===== config.mk =====
export PLATFORM = sky130hd
export DESIGN_NAME = serial_rx_tagged
export DESIGN_NICKNAME = d
export VERILOG_FILES = /design/src/rtl/serial_rx_pkg.sv /design/src/rtl/rx_sync.sv /design/src/rtl/rx_parity.sv /design/src/rtl/rx_word_out.sv /design/src/rtl/serial_rx_tagged.sv
export SDC_FILE = /design/constraint.sdc
export NUM_CORES = 1
export LEC_CHECK = 0
export BUFFER_PORTS_ARGS = -buffer_cell sky130_fd_sc_hd__buf_2
export CORE_UTILIZATION = 40
export DETAILED_ROUTE_END_ITERATION = 16
export PLACE_DENSITY = 0.69
export REMOVE_ABC_BUFFERS = 1
export SETUP_SLACK_MARGIN = 0.3
export SYNTH_ARGS = -nofsm -noshare
export SYNTH_HDL_FRONTEND = slang
export SYNTH_SLANG_ARGS = --single-unit

===== constraint.sdc =====
create_clock -name clk -period 1.9 [get_ports clk]
set_clock_uncertainty 0.1 [all_clocks]
set_input_delay 0.475 -clock clk [delete_from_list [all_inputs] [get_ports clk]]
set_output_delay 0.475 -clock clk [all_outputs]
set_load 0.005 [all_outputs]

===== src/rtl/serial_rx_pkg.sv =====
package serial_rx_pkg;

    localparam int WORD_W  = 12;
    localparam int FE_POS  = 8;
    localparam int PE_POS  = 9;
    localparam int BRK_POS = 10;
    localparam int OVR_POS = 11;

    typedef enum logic [2:0] {
        ST_IDLE,
        ST_START,
        ST_DATA,
        ST_PARITY,
        ST_STOP,
        ST_HOLD
    } rx_state_e;

    typedef struct packed {
        logic [1:0] len;
        logic       par_en;
        logic       par_even;
        logic       par_stick;
    } rx_cfg_t;

endpackage


===== src/rtl/rx_sync.sv =====
module rx_sync #(
    parameter int STAGES = 2
) (
    input  logic clk,
    input  logic rst_n,
    input  logic async_i,
    output logic sync_o
);
    logic [STAGES-1:0] chain_d, chain_q;

    always_comb begin
        chain_d = {chain_q[STAGES-2:0], async_i};
    end

    always_ff @(posedge clk or negedge rst_n) begin
        if (!rst_n) chain_q <= '1;
        else        chain_q <= chain_d;
    end

    assign sync_o = chain_q[STAGES-1];
endmodule


===== src/rtl/rx_parity.sv =====
module rx_parity
    import serial_rx_pkg::*;
(
    input  rx_cfg_t cfg,
    input  logic    ones_odd,
    input  logic    par_bit,
    output logic    par_err
);
    logic stick_expect;

    always_comb begin
        stick_expect = ~cfg.par_even;
        par_err      = 1'b0;
        if (cfg.par_en) begin
            if (cfg.par_stick)     par_err = (par_bit != stick_expect);
            else if (cfg.par_even) par_err = ones_odd;
            else                   par_err = ~ones_odd;
        end
    end
endmodule


===== src/rtl/rx_word_out.sv =====
module rx_word_out
    import serial_rx_pkg::*;
#(
    parameter int DATA_W = 8
) (
    input  logic              clk,
    input  logic              rst_n,
    input  logic              push,
    input  logic [DATA_W+2:0] push_word,
    input  logic              ready_i,
    output logic              valid_o,
    output logic [DATA_W+3:0] word_o
);
    typedef struct packed {
        logic              valid;
        logic [DATA_W+3:0] word;
    } hold_t;

    hold_t s_d, s_q;

    always_comb begin
        s_d = s_q;
        if (s_q.valid && ready_i) s_d.valid = 1'b0;
        if (push) begin
            if (s_q.valid && !ready_i) begin
                s_d.word[DATA_W+3] = 1'b1;
            end else begin
                s_d.word  = {1'b0, push_word};
                s_d.valid = 1'b1;
            end
        end
    end

    always_ff @(posedge clk or negedge rst_n) begin
        if (!rst_n) s_q <= '0;
        else        s_q <= s_d;
    end

    assign valid_o = s_q.valid;
    assign word_o  = s_q.word;
endmodule


===== src/rtl/serial_rx_tagged.sv =====
module serial_rx_tagged
    import serial_rx_pkg::*;
#(
    parameter int OVERSAMPLE  = 16,
    parameter int DATA_W      = 8,
    parameter int SYNC_STAGES = 2
) (
    input  logic        clk,
    input  logic        rst_n,
    input  logic        tick16,
    input  logic        rxd,
    input  logic [1:0]  cfg_len,
    input  logic        cfg_par_en,
    input  logic        cfg_par_even,
    input  logic        cfg_par_stick,
    input  logic        word_ready,
    output logic        word_valid,
    output logic [11:0] word
);
    localparam int CNT_W = $clog2(OVERSAMPLE);
    localparam int BIT_W = $clog2(DATA_W);
    localparam logic [CNT_W-1:0] CNT_LAST = CNT_W'(OVERSAMPLE - 1);
    localparam logic [CNT_W-1:0] CNT_MID  = CNT_W'(OVERSAMPLE / 2 - 1);
    localparam logic [BIT_W-1:0] MIN_LAST = BIT_W'(4);

    typedef struct packed {
        rx_state_e         st;
        logic [CNT_W-1:0]  cnt;
        logic [BIT_W-1:0]  bitn;
        logic [DATA_W-1:0] shreg;
        logic              ones;
        logic              seen_high;
        logic              par_bit;
    } fsm_t;

    rx_cfg_t           cfg;
    logic              rx_s;
    logic              par_err;
    logic [BIT_W-1:0]  last_idx;
    logic [DATA_W-1:0] aligned;
    logic              push;
    logic [DATA_W+2:0] push_word;
    fsm_t              f_d, f_q;

    assign cfg = '{len: cfg_len, par_en: cfg_par_en,
                   par_even: cfg_par_even, par_stick: cfg_par_stick};

    rx_sync #(.STAGES(SYNC_STAGES)) u_sync (
        .clk     (clk),
        .rst_n   (rst_n),
        .async_i (rxd),
        .sync_o  (rx_s)
    );

    rx_parity u_par (
        .cfg      (cfg),
        .ones_odd (f_q.ones),
        .par_bit  (f_q.par_bit),
        .par_err  (par_err)
    );

    always_comb begin
        last_idx = MIN_LAST + BIT_W'(cfg.len);
        aligned  = f_q.shreg >> (BIT_W'(DATA_W - 1) - last_idx);
    end

    always_comb begin
        f_d       = f_q;
        push      = 1'b0;
        push_word = '0;
        if (tick16) begin
            unique case (f_q.st)
                ST_IDLE: begin
                    if (!rx_s) begin
                        f_d.st        = ST_START;
                        f_d.cnt       = '0;
                        f_d.bitn      = '0;
                        f_d.shreg     = '0;
                        f_d.ones      = 1'b0;
                        f_d.seen_high = 1'b0;
                        f_d.par_bit   = 1'b0;
                    end
                end
                ST_START: begin
                    if (f_q.cnt == CNT_MID) begin
                        f_d.cnt = '0;
                        f_d.st  = rx_s ? ST_IDLE : ST_DATA;
                    end else begin
                        f_d.cnt = f_q.cnt + 1'b1;
                    end
                end
                ST_DATA: begin
                    if (f_q.cnt == CNT_LAST) begin
                        f_d.cnt       = '0;
                        f_d.shreg     = {rx_s, f_q.shreg[DATA_W-1:1]};
                        f_d.ones      = f_q.ones ^ rx_s;
                        f_d.seen_high = f_q.seen_high | rx_s;
                        if (f_q.bitn == last_idx)
                            f_d.st = cfg.par_en ? ST_PARITY : ST_STOP;
                        else
                            f_d.bitn = f_q.bitn + 1'b1;
                    end else begin
                        f_d.cnt = f_q.cnt + 1'b1;
                    end
                end
                ST_PARITY: begin
                    if (f_q.cnt == CNT_LAST) begin
                        f_d.cnt       = '0;
                        f_d.par_bit   = rx_s;
                        f_d.ones      = f_q.ones ^ rx_s;
                        f_d.seen_high = f_q.seen_high | rx_s;
                        f_d.st        = ST_STOP;
                    end else begin
                        f_d.cnt = f_q.cnt + 1'b1;
                    end
                end
                ST_STOP: begin
                    if (f_q.cnt == CNT_LAST) begin
                        f_d.cnt = '0;
                        push    = 1'b1;
                        if (!f_q.seen_high && !rx_s) begin
                            push_word = '0;
                            push_word[BRK_POS] = 1'b1;
                            f_d.st = ST_HOLD;
                        end else begin
                            push_word[DATA_W-1:0] = aligned;
                            push_word[FE_POS]     = ~rx_s;
                            push_word[PE_POS]     = par_err;
                            f_d.st = rx_s ? ST_IDLE : ST_HOLD;
                        end
                    end else begin
                        f_d.cnt = f_q.cnt + 1'b1;
                    end
                end
                ST_HOLD: begin
                    if (rx_s) f_d.st = ST_IDLE;
                end
                default: f_d.st = ST_IDLE;
            endcase
        end
    end

    always_ff @(posedge clk or negedge rst_n) begin
        if (!rst_n) f_q <= '{st: ST_IDLE, default: '0};
        else        f_q <= f_d;
    end

    rx_word_out #(.DATA_W(DATA_W)) u_out (
        .clk       (clk),
        .rst_n     (rst_n),
        .push      (push),
        .push_word (push_word),
        .ready_i   (word_ready),
        .valid_o   (word_valid),
        .word_o    (word)
    );
endmodule


**Word-level counts from Yosys, hierarchy flattened**

Index checks and enable logic that the tools add are counted.

- Equal/unequal tests: 17
- Shift operators: 1
- Reduce and logical (&&, ||, !) cells: 19
- Add/sub/neg operators: 4
- Muxes and demuxes: 37
- Bitwise logic cells: 6

Operators by type and width:

| cell | number |
|---|---|
| $mux W11 | 4 |
| $mux W3 | 11 |
| $mux W13 | 2 |
| $pmux W11 S2 | 1 |
| $mux W21 | 1 |
| $pmux W3 S6 | 1 |
| $ne A2 B2 Y1 const B | 7 |
| $pmux W4 S3 | 1 |
| $mux W1 | 10 |
| $mux W10 | 1 |
| $reduce_and A5 Y1 | 2 |
| $mux W4 | 2 |
| $reduce_and A4 Y1 | 2 |
| $reduce_and A8 Y1 | 1 |
| $shr A8 B3 Y8 | 1 |
| $eq A3 B2 Y1 const B | 2 |
| $eq A3 B3 Y1 const B | 2 |
| $pmux W2 S3 | 1 |
| $reduce_bool A3 Y1 | 2 |
| $add A4 B1 Y4 const B | 1 |
| $eq A4 B3 Y1 const B | 1 |
| $eq A4 B4 Y1 const B | 1 |
| $not A1 Y1 | 4 |
| $reduce_bool A2 Y1 | 2 |
| 17 further kinds | 21 |

- Bits in registers: 36
- Output and inout port bits: 13

**Logic depth before layout (Yosys ltp)**

Gate-level depths: netlist of the first run.

- Depth after elaboration: 10
- Gate-level depth with buffers: 7

**Cells and area by module**

Synthesis of the first run repeated with hierarchy kept, for this count alone.

- Cells, all modules: 194
- Area, all modules: 2053.2 um^2

Modules (own cells, without submodules):

| module | area an instance (um^2) | seq. area each (um^2) | times used | cells each |
|---|---|---|---|---|
| serial_rx_tagged | 1417.6 | 525.5 | 1 | 158 |
| rx_word_out | 553.0 | 325.3 | 1 | 30 |
| rx_sync | 52.6 | 52.6 | 1 | 2 |
| rx_parity | 30.0 | 0.0 | 1 | 4 |

**Least setup slack after synthesis of the first run**

OpenSTA, ideal clock, no wires.

- Kind: reg2reg
- Start point: register f_q[14] (netlist name)
- End point: register f_q[18] (netlist name)
- Stages on the path, launching flop included: 7
- Slack: -181 ps
- Data arrival time: 1856 ps
- Data required time: 1675 ps
- Path buffers: 0
- Clock period less this slack: 2081 ps
- Setup time: 125 ps
- Cells stage by stage: dfrtp_1 > ha_1 > nand3_1 > nor2_2 > a2111oi_2 > or3_4 > mux2_4

- Word-level cells in the longest chain between the ends: 3
- Elaborated cells between the ends (all ways): 7
- Those cells by class: eq/ne (6); reduce/logical (1)

RTL lines:

| what | RTL line | RTL |
|---|---|---|
| from (decl) | serial_rx_tagged.sv:43 | `fsm_t f_d, f_q;` |
| from (signal assigned) | serial_rx_tagged.sv:144 | `if (!rst_n) f_q <= '{st: ST_IDLE, default: '0};` |
| from (signal assigned) | serial_rx_tagged.sv:145 | `else f_q <= f_d;` |
| $eq A4 B4 Y1 / $eq A4 B3 Y1 (equally long branches) | n/a |  |
| $ne A2 B2 Y1 (no source line) | n/a |  |
| $reduce_and A8 Y1 (no source line) * | n/a |  |

Mark *: on every way between the ends. The rest lies on a longest branch, timed or not.
A chain may end at the register's enable or synchronous reset.

**Worst setup path after layout of the first run**

- Start point: register f_q[20] (netlist name)
- End point: register f_q[18] (netlist name)

- Word-level cells in the longest chain between the ends: 3
- Elaborated cells between the ends (all ways): 15
- Those cells by class: eq/ne (12); mux (1); reduce/logical (2)

RTL lines:

| what | RTL line | RTL |
|---|---|---|
| $eq A3 B3 Y1 (tied with other cells) | serial_rx_tagged.sv:72 | `unique case (f_q.st)` |
| $ne A2 B1 Y1 (no source line) / $ne A2 B2 Y1 (equally long branches) | n/a |  |
| $reduce_and A8 Y1 (no source line) | n/a |  |

Several ways; a longest one is shown, not always the timed one.

==> results of run 1 <==
-- worst min-delay path by stage --
stage | end | depth (start not counted) | slack [ns] | startpoint
3_3_place_gp | u_sync.chain_q[1] | 0 | 0.25 | u_sync.chain_q[0]
3_5_place_dp | u_sync.chain_q[1] | 0 | 0.25 | u_sync.chain_q[0]
5_1_grt | u_out.word_o[0] | 1 | 0.04 | rst_n
4_1_cts | u_out.word_o[0] | 1 | 0.02 | rst_n
2_1_floorplan | f_q[0] | 0 | 0.08 | rst_n
6_report | u_out.word_o[0] | 1 | 0.008 | rst_n
-- synth_stat cells (3+ instances only) --
cell,n,area share
a211oi_1,3,0.012
a21oi_1,7,0.018
a22o_1,3,0.013
a31oi_1,4,0.013
buf_2,6,0.015
clkbuf_1,4,0.0077
dfrtp_1,34,0.43
inv_1,11,0.021
mux2i_1,8,0.041
nand2_1,39,0.075
nand2b_1,3,0.0096
nand3_1,6,0.015
nand4_1,3,0.0096
nor2_1,12,0.023
nor2b_1,4,0.013
o21ai_0,18,0.046
o31ai_1,7,0.027
-- stage by stage --
step / utilization / cells / area (sq um)
floorplan: - / 202 / 1910
global placement: 0.490 / 317 / 2310
detailed placement: 0.490 / 317 / 2310
CTS: 0.577 / 345 / 2730
global route: 0.625 / 350 / 2950
finish: 0.625 / 350 / 2950
-- cell type report --
type,count,area [sq um],share of cell area
multi-input combinational,153,1240,0.421
sequential,36,905,0.307
timing repair buffer,73,581,0.197
tap,67,83.8,0.0284
clock buffer,5,68.8,0.0233
inverter,13,51.3,0.0174
clock inverter,3,18.8,0.00636
-- state kept, by name, indices dropped and copies added, names as in the netlist --
register        cells
f_q                21
u_out.word_o       12
u_sync.chain_q      2
u_out.valid_o       1
-- timing repair --
action	in CTS	in global routing
gates cloned	1	0
resized for setup	47	42
setup endpoints to repair	32	32
pin swaps	27	8
buffers inserted	19	5
-- metal layers --
layer  up-vias  global-route usage
met5         -                   0
met4         0               0.111
met3        12              0.0333
met2        58               0.365
met1       943               0.256
li1        886                   -
-- kinds of logic after synthesis --
logic type | count (synthesis)
buffers and inverters | 23
multiplexers | 11
AND/OR/NAND/NOR | 79
AO/OA/AOI/OAI | 58
adder cells (fa/ha/maj) | 2
XOR/XNOR | 3
flip-flops | 36
-- where the power goes --
group	internal (mW)	switching [mW]	leakage, nW
sequential	0.848	0.116	0.483
combinational	0.682	0.716	0.797
clock	0.256	0.301	0.0479
total	1.79	1.13	1.33
-- worst register-to-register path: cells and delay by family, from the launching register on --
kind	cells	cell delay, ns
multiplexers	1	0.30
AO/OA/AOI/OAI	1	0.27
flip-flops	1	0.44
buffers and inverters	1	0.22
AND/OR/NAND/NOR	2	0.48
==> impl_results.md, run 1 <==
- Sequential share of the synthesized area: 0.461
- Synth async-reset ratio: 1.00
- Worst R2R End: f_q[18]
- Hold_buf cts: 0
- CP max stage cell: dfrtp_2
- Layout cells sized above 1: 0.477
- Routed WL per cell: 16.3 um
- Top_reg_cell synth: dfrtp_1
- Number of H-tree levels: 2
- Met1 WL: 2230 um
- Post-synthesis adder-cell area fraction: 0.0128
- Area grow syn2layout: 50.7%
- Worst r2r src: f_q[20]
- CP Capture Point: f_q[18]
- Post-Syn Area: slightly below 2000 sq um
- CTS tree: yes
- Final slew viol count: 0
- Fin Setup TNS: -0.0355 ns
- CP peak stage delay: 0.44 ns
- Critical path arrival: 2.01 ns
- Placer Congestion: 0.896
- Die width: 72.0 um
- Routed Antenna Nets: 0
- Filler instances: 373
- Most frequent cells in the layout: dfrtp_1, buf_4, nand2_1
- Post-synthesis mux area share: 0.0601
- Largest family of logic cells by synthesized area: compound AO/OA/AOI/OAI gates
- WL final: 5700 um
- Max Used Layer: met4
- R2R setup slack: -0.02 ns
- Critical Path RT: 1.99 ns
- Critical-path maximum fanout: 9
- Relative slew slack: 0.703
- HPWL Detailed: between 3000 and 4000 um
- Clk buf depth: 2
- Unrepaired setup endpoints after global routing: yes
- Status: complete, but fails checks
- Port-buffer cells: 22
- Maximum operating frequency: 520 MHz
- I/O pin count: 23
- Setup CP Type: register to register
- Critical path's top delay family: simple AND/OR/NAND/NOR gates
- Worst setup EP type: register
- CP Launch Type: register
- Critical path origin: f_q[20]
- Core Box Area: 4720 sq um
- Least-Margin Pin Slew: roughly 0.45 ns
- Initial core utilization: 0.415
- DRC Markers: 0
- Final period util: 1.01
- Crit path depth: 5
- YS warnings: 0
- Critical-path cell list: buf_4 -> nor3b_2 -> a22o_1 -> or3_4 -> mux2_4
- Pre-CTS setup slack: -0.115 ns
- Die area: 5180 sq um
- Num rows: 25
- Antenna violations before repair: 0
- Via count: 1,899
- Die H: 72.0 um
- Clock latency at the later pin of the worst-skew pair: 0.30 ns
- Clock transition at the registers of the reported paths: about 0.08 ns
- Worst hold slack: 0.00761 ns
- Clock root buffer: clkbuf_8
- Post-synthesis register bit count: 36
- Failing checks: setup timing
- Mean Syn Cell Area: roughly 9 sq um
- Clock Sinks: 36
- Compound-gate portion of the synthesized area: 0.212
- Final setup margin: -0.0236 ns
- Total gr overflow: 0
- Xor-xnor portion of the synthesized cell area: 0.0134
- First-pass GRT wire length: between 8000 and 9000 um
- Post-route minimum period: 1.92 ns
- Via density: 5.43
- Most common cell after layout, fill and taps aside: dfrtp_1
- Post-synthesis simple-gate area fraction: 0.193
- Setup violators final: 2
- Worst VDD drop: 0.000511 V
- Hold Vio Cnt, Final: 0
- Vias in the first global route: 1,779
- Max-cap violation count: 0
- All-layer global routing usage: 0.212
- Pin count of the biggest net entering global routing: 20
- Pwr Total: ~2.9 mW
- Mapped Cells: 212
- Met3 wire len: 251 um
- R2R cell count: 5
- Layout net count: 294
- Number of flops mapped to enable cells by yosys: 0
- Initial DRC Count: 140
- TritonCTS buffer count: 5
- Leakage: 1.33 nW
- DR WL met2: 3070 um
- Hold crit path type: primary input to asynchronous set/reset pin
- Yosys cell types: 47
- Power Dens Cells: roughly 1000 nW/um^2
- Antenna diode count: 0
- CP Buf/Inv Count: 1
- TritonRoute pass-1 iters: 8
No activity file was read; power rests on OpenSTA's default activity.
==> run 2: changes to the inputs <==
--- a/config.mk
+++ b/config.mk
@@ -8,7 +8,7 @@
 export BUFFER_PORTS_ARGS = -buffer_cell sky130_fd_sc_hd__buf_2
 export CORE_UTILIZATION = 40
 export DETAILED_ROUTE_END_ITERATION = 16
-export PLACE_DENSITY = 0.69
+export PLACE_DENSITY = 0.66
 export REMOVE_ABC_BUFFERS = 1
 export SETUP_SLACK_MARGIN = 0.3
 export SYNTH_ARGS = -nofsm -noshare
==> constraint.sdc (replaced) <==
create_clock -name clk -period 2 [get_ports clk]
set_clock_uncertainty 0.1 [all_clocks]
set_input_delay 0.5 -clock clk [delete_from_list [all_inputs] [get_ports clk]]
set_output_delay 0.5 -clock clk [all_outputs]
set_load 0.005 [all_outputs]
==> run 2 against run 1 <==
  * The flow now finishes without violations
  * Global-route usage decreased by 0.70 points
  * Count of clock-buffer cells in the layout unchanged
  * Register-to-register slack improved by 0.14 ns
  * Largest cell class unchanged
  * Largest power group unchanged
  * Highest routed layer unchanged
==> impl_results.md, run 2 (synthesis results as in run 1) <==
- Status: finished clean
- Relative slew slack: 0.701 (-0.00216)
- Layout Cells excl Fill: 341 (-2.6%)
- WL final: 5190 um (-8.9%)
- Power Dens Cells: 942 nW/um^2 (-4.8%)
- Leakage: 1.29 nW (-2.9%)
- Critical-path maximum fanout: 4 (-5)
- Routed Antenna Nets: 0 (unchanged)
- TritonRoute pass-1 iters: 6 (-2)
- Clock transition at the registers of the reported paths: 0.08 ns (about the same)
- CP Buf/Inv Count: 0 (-1)
- Antenna diode count: 0 (unchanged)
- Die H: 72.0 um (unchanged)
- Post-DP Area: 2270 sq um (-1.9%)
- Placer Congestion: 0.891 (-0.56%)
- Critical-path cell list: ha_4 -> nand4b_1 -> a21oi_4 -> a2111oi_4 -> or3_4 -> mux2_4
- R2R cell count: 6 (+1)
- Hold crit path type: primary input to asynchronous set/reset pin
- Antenna violations before repair: 0 (unchanged)
- CP peak stage delay: 0.42 ns (-0.02 ns)
- DRC Markers: 0 (unchanged)
- Least-Margin Pin Slew: 0.437 ns (-0.00925 ns)
- Finished Cell Area: 2830 sq um (-4.0%)
- Port-buffer cells: 22 (unchanged)
- Post-route minimum period: 1.88 ns (-0.0440 ns)
- Vias in the first global route: 1,771 (-0.45%)
- Maximum operating frequency: 532 MHz (+2.3%)
- Clock latency at the later pin of the worst-skew pair: 0.29 ns (about the same)
- Worst r2r src: f_q[14]
- Routed WL per cell: 15.2 um (-6.5%)
- Clk buf depth: 2 (unchanged)
- Die width: 72.0 um (unchanged)
- Final slew viol count: 0 (unchanged)
- First-pass GRT wire length: 8150 um (-3.2%)
- Internal: 1.72 mW (-3.6%)
- Most frequent cells in the layout: dfrtp_1, nand2_1, buf_4
- Worst VDD drop: 0.000476 V (-6.7%)
- Most common cell after layout, fill and taps aside: dfrtp_1
- Clock root buffer: clkbuf_8
- Psw: 0.946 mW (-17%)
- Setup violators final: 0 (-2)
- Worst setup EP type: register
- Clock Sinks: 36 (unchanged)
- Final period util: 0.940 (-0.0726)
- All-layer global routing usage: 0.205 (-0.00698)
- Layout net count: 285 (-3.1%)
- R2R setup slack: 0.12 ns (+0.14 ns)
- Core Box Area: 4720 sq um (unchanged)
- Via density: 5.35 (-1.3%)
- CP Launch Type: register
- Max FFs per register: 21 (unchanged)
- Area grow syn2layout: 44.6%
- CP max stage cell: dfrtp_1
- Switching share of power: 0.355 (-0.0338)
- Core Util, Final: 0.599 (-0.0252)
- Placed Cells incl. Taps: 311 (-1.9%)
- Max-cap violation count: 0 (unchanged)
- Via count: 1,826 (-3.8%)
- Total gr overflow: 0 (unchanged)
- Die area: 5180 sq um (unchanged)
- Num rows: 25 (unchanged)
- Critical path arrival: 1.96 ns (-0.05 ns)
- Worst R2R End: f_q[18]
- Initial core utilization: 0.415 (unchanged)
- Sequential share of power: 0.345 (+0.015)
- Number of H-tree levels: 2 (unchanged)
- Critical Path RT: 2.08 ns (+0.09 ns)
- Setup CP Type: register to register
- Layout cells sized above 1: 0.438 (-0.0391)
- CTS tree: yes
- Critical path's top delay family: simple AND/OR/NAND/NOR gates
- Initial DRC Count: 114 (-19%)
- Unrepaired setup endpoints after global routing: yes
- HPWL Detailed: 3050 um (-3.8%)
- Clock power share: 0.240 (+0.049)
- Combinational power share: 0.415 (-0.064)
- Pin count of the biggest net entering global routing: 20 (unchanged)
- Biggest register: f_q
- Hold_buf cts: 0 (unchanged)
- TritonCTS buffer count: 5 (unchanged)
- Hold Vio Cnt, Final: 0 (unchanged)
- I/O pin count: 23 (unchanged)
-- run 2: worst max-delay path by stage --
| stage | startpoint | end | slack, ns | cells past startpoint |
|---|---|---|---|---|
| floorplan | f_q[19] | f_q[18] | -0.33 | 4 |
| global placement | cfg_len[1] | f_q[18] | -0.02 | 6 |
| detailed placement | cfg_len[0] | f_q[18] | -0.02 | 6 |
| CTS | f_q[12] | f_q[18] | 0.17 | 5 |
| global route | f_q[12] | f_q[18] | 0.08 | 5 |
| finish | f_q[14] | f_q[18] | 0.12 | 6 |
-- run 2: through the flow --
| stage | TNS, ns | hold slack [ns] | power, mW | setup WS, ns |
|---|---|---|---|---|
| after floorplan | -0.459 | 0.104 | 1.38 | -0.327 |
| after global placement | -0.0179 | 0.247 | 1.66 | -0.0179 |
| after detailed placement | -0.0160 | 0.251 | 1.66 | -0.0160 |
| after CTS | 0 | 0.0429 | 2.59 | 0.170 |
| after global routing | 0 | 0.0580 | 2.81 | 0.0778 |
| final | 0 | 0.0329 | 2.67 | 0.120 |
-- run 2: final cells by class --
cell class	instances	area, sq um
Clock buffer	5	68.8
Clock inverter	3	42.5
Fill cell	411	1890
Inverter	13	48.8
Multi-Input combinational cell	154	1190
Sequential cell	36	906
Tap cell	67	83.8
Timing Repair Buffer	63	488
-- run 2: metal layers --
layer,share of wire,global-route usage
met1,0.42,0.243
met2,0.52,0.376
met3,0.026,0.0333
met4,0.030,0.0675
met5,0,0
-- run 2: what timing repair did --
| item | 4_1_cts | 5_1_grt |
|---|---|---|
| pin swaps | 22 | 10 |
| buffers inserted | 17 | 3 |
| endpoints found under the hold margin | 0 | 0 |
| resized for setup | 37 | 31 |
| gates cloned | 1 | 1 |
| endpoints found under the setup margin | 28 | 32 |
-- run 2: power by group through the flow --
stage	clock network [mW]	registers (mW)	logic (mW)
floorplan	0	0.933	0.444
global placement	0	0.919	0.739
detailed placement	0	0.917	0.744
CTS	0.658	0.912	1.02
global route	0.680	0.930	1.20
finish	0.639	0.921	1.11
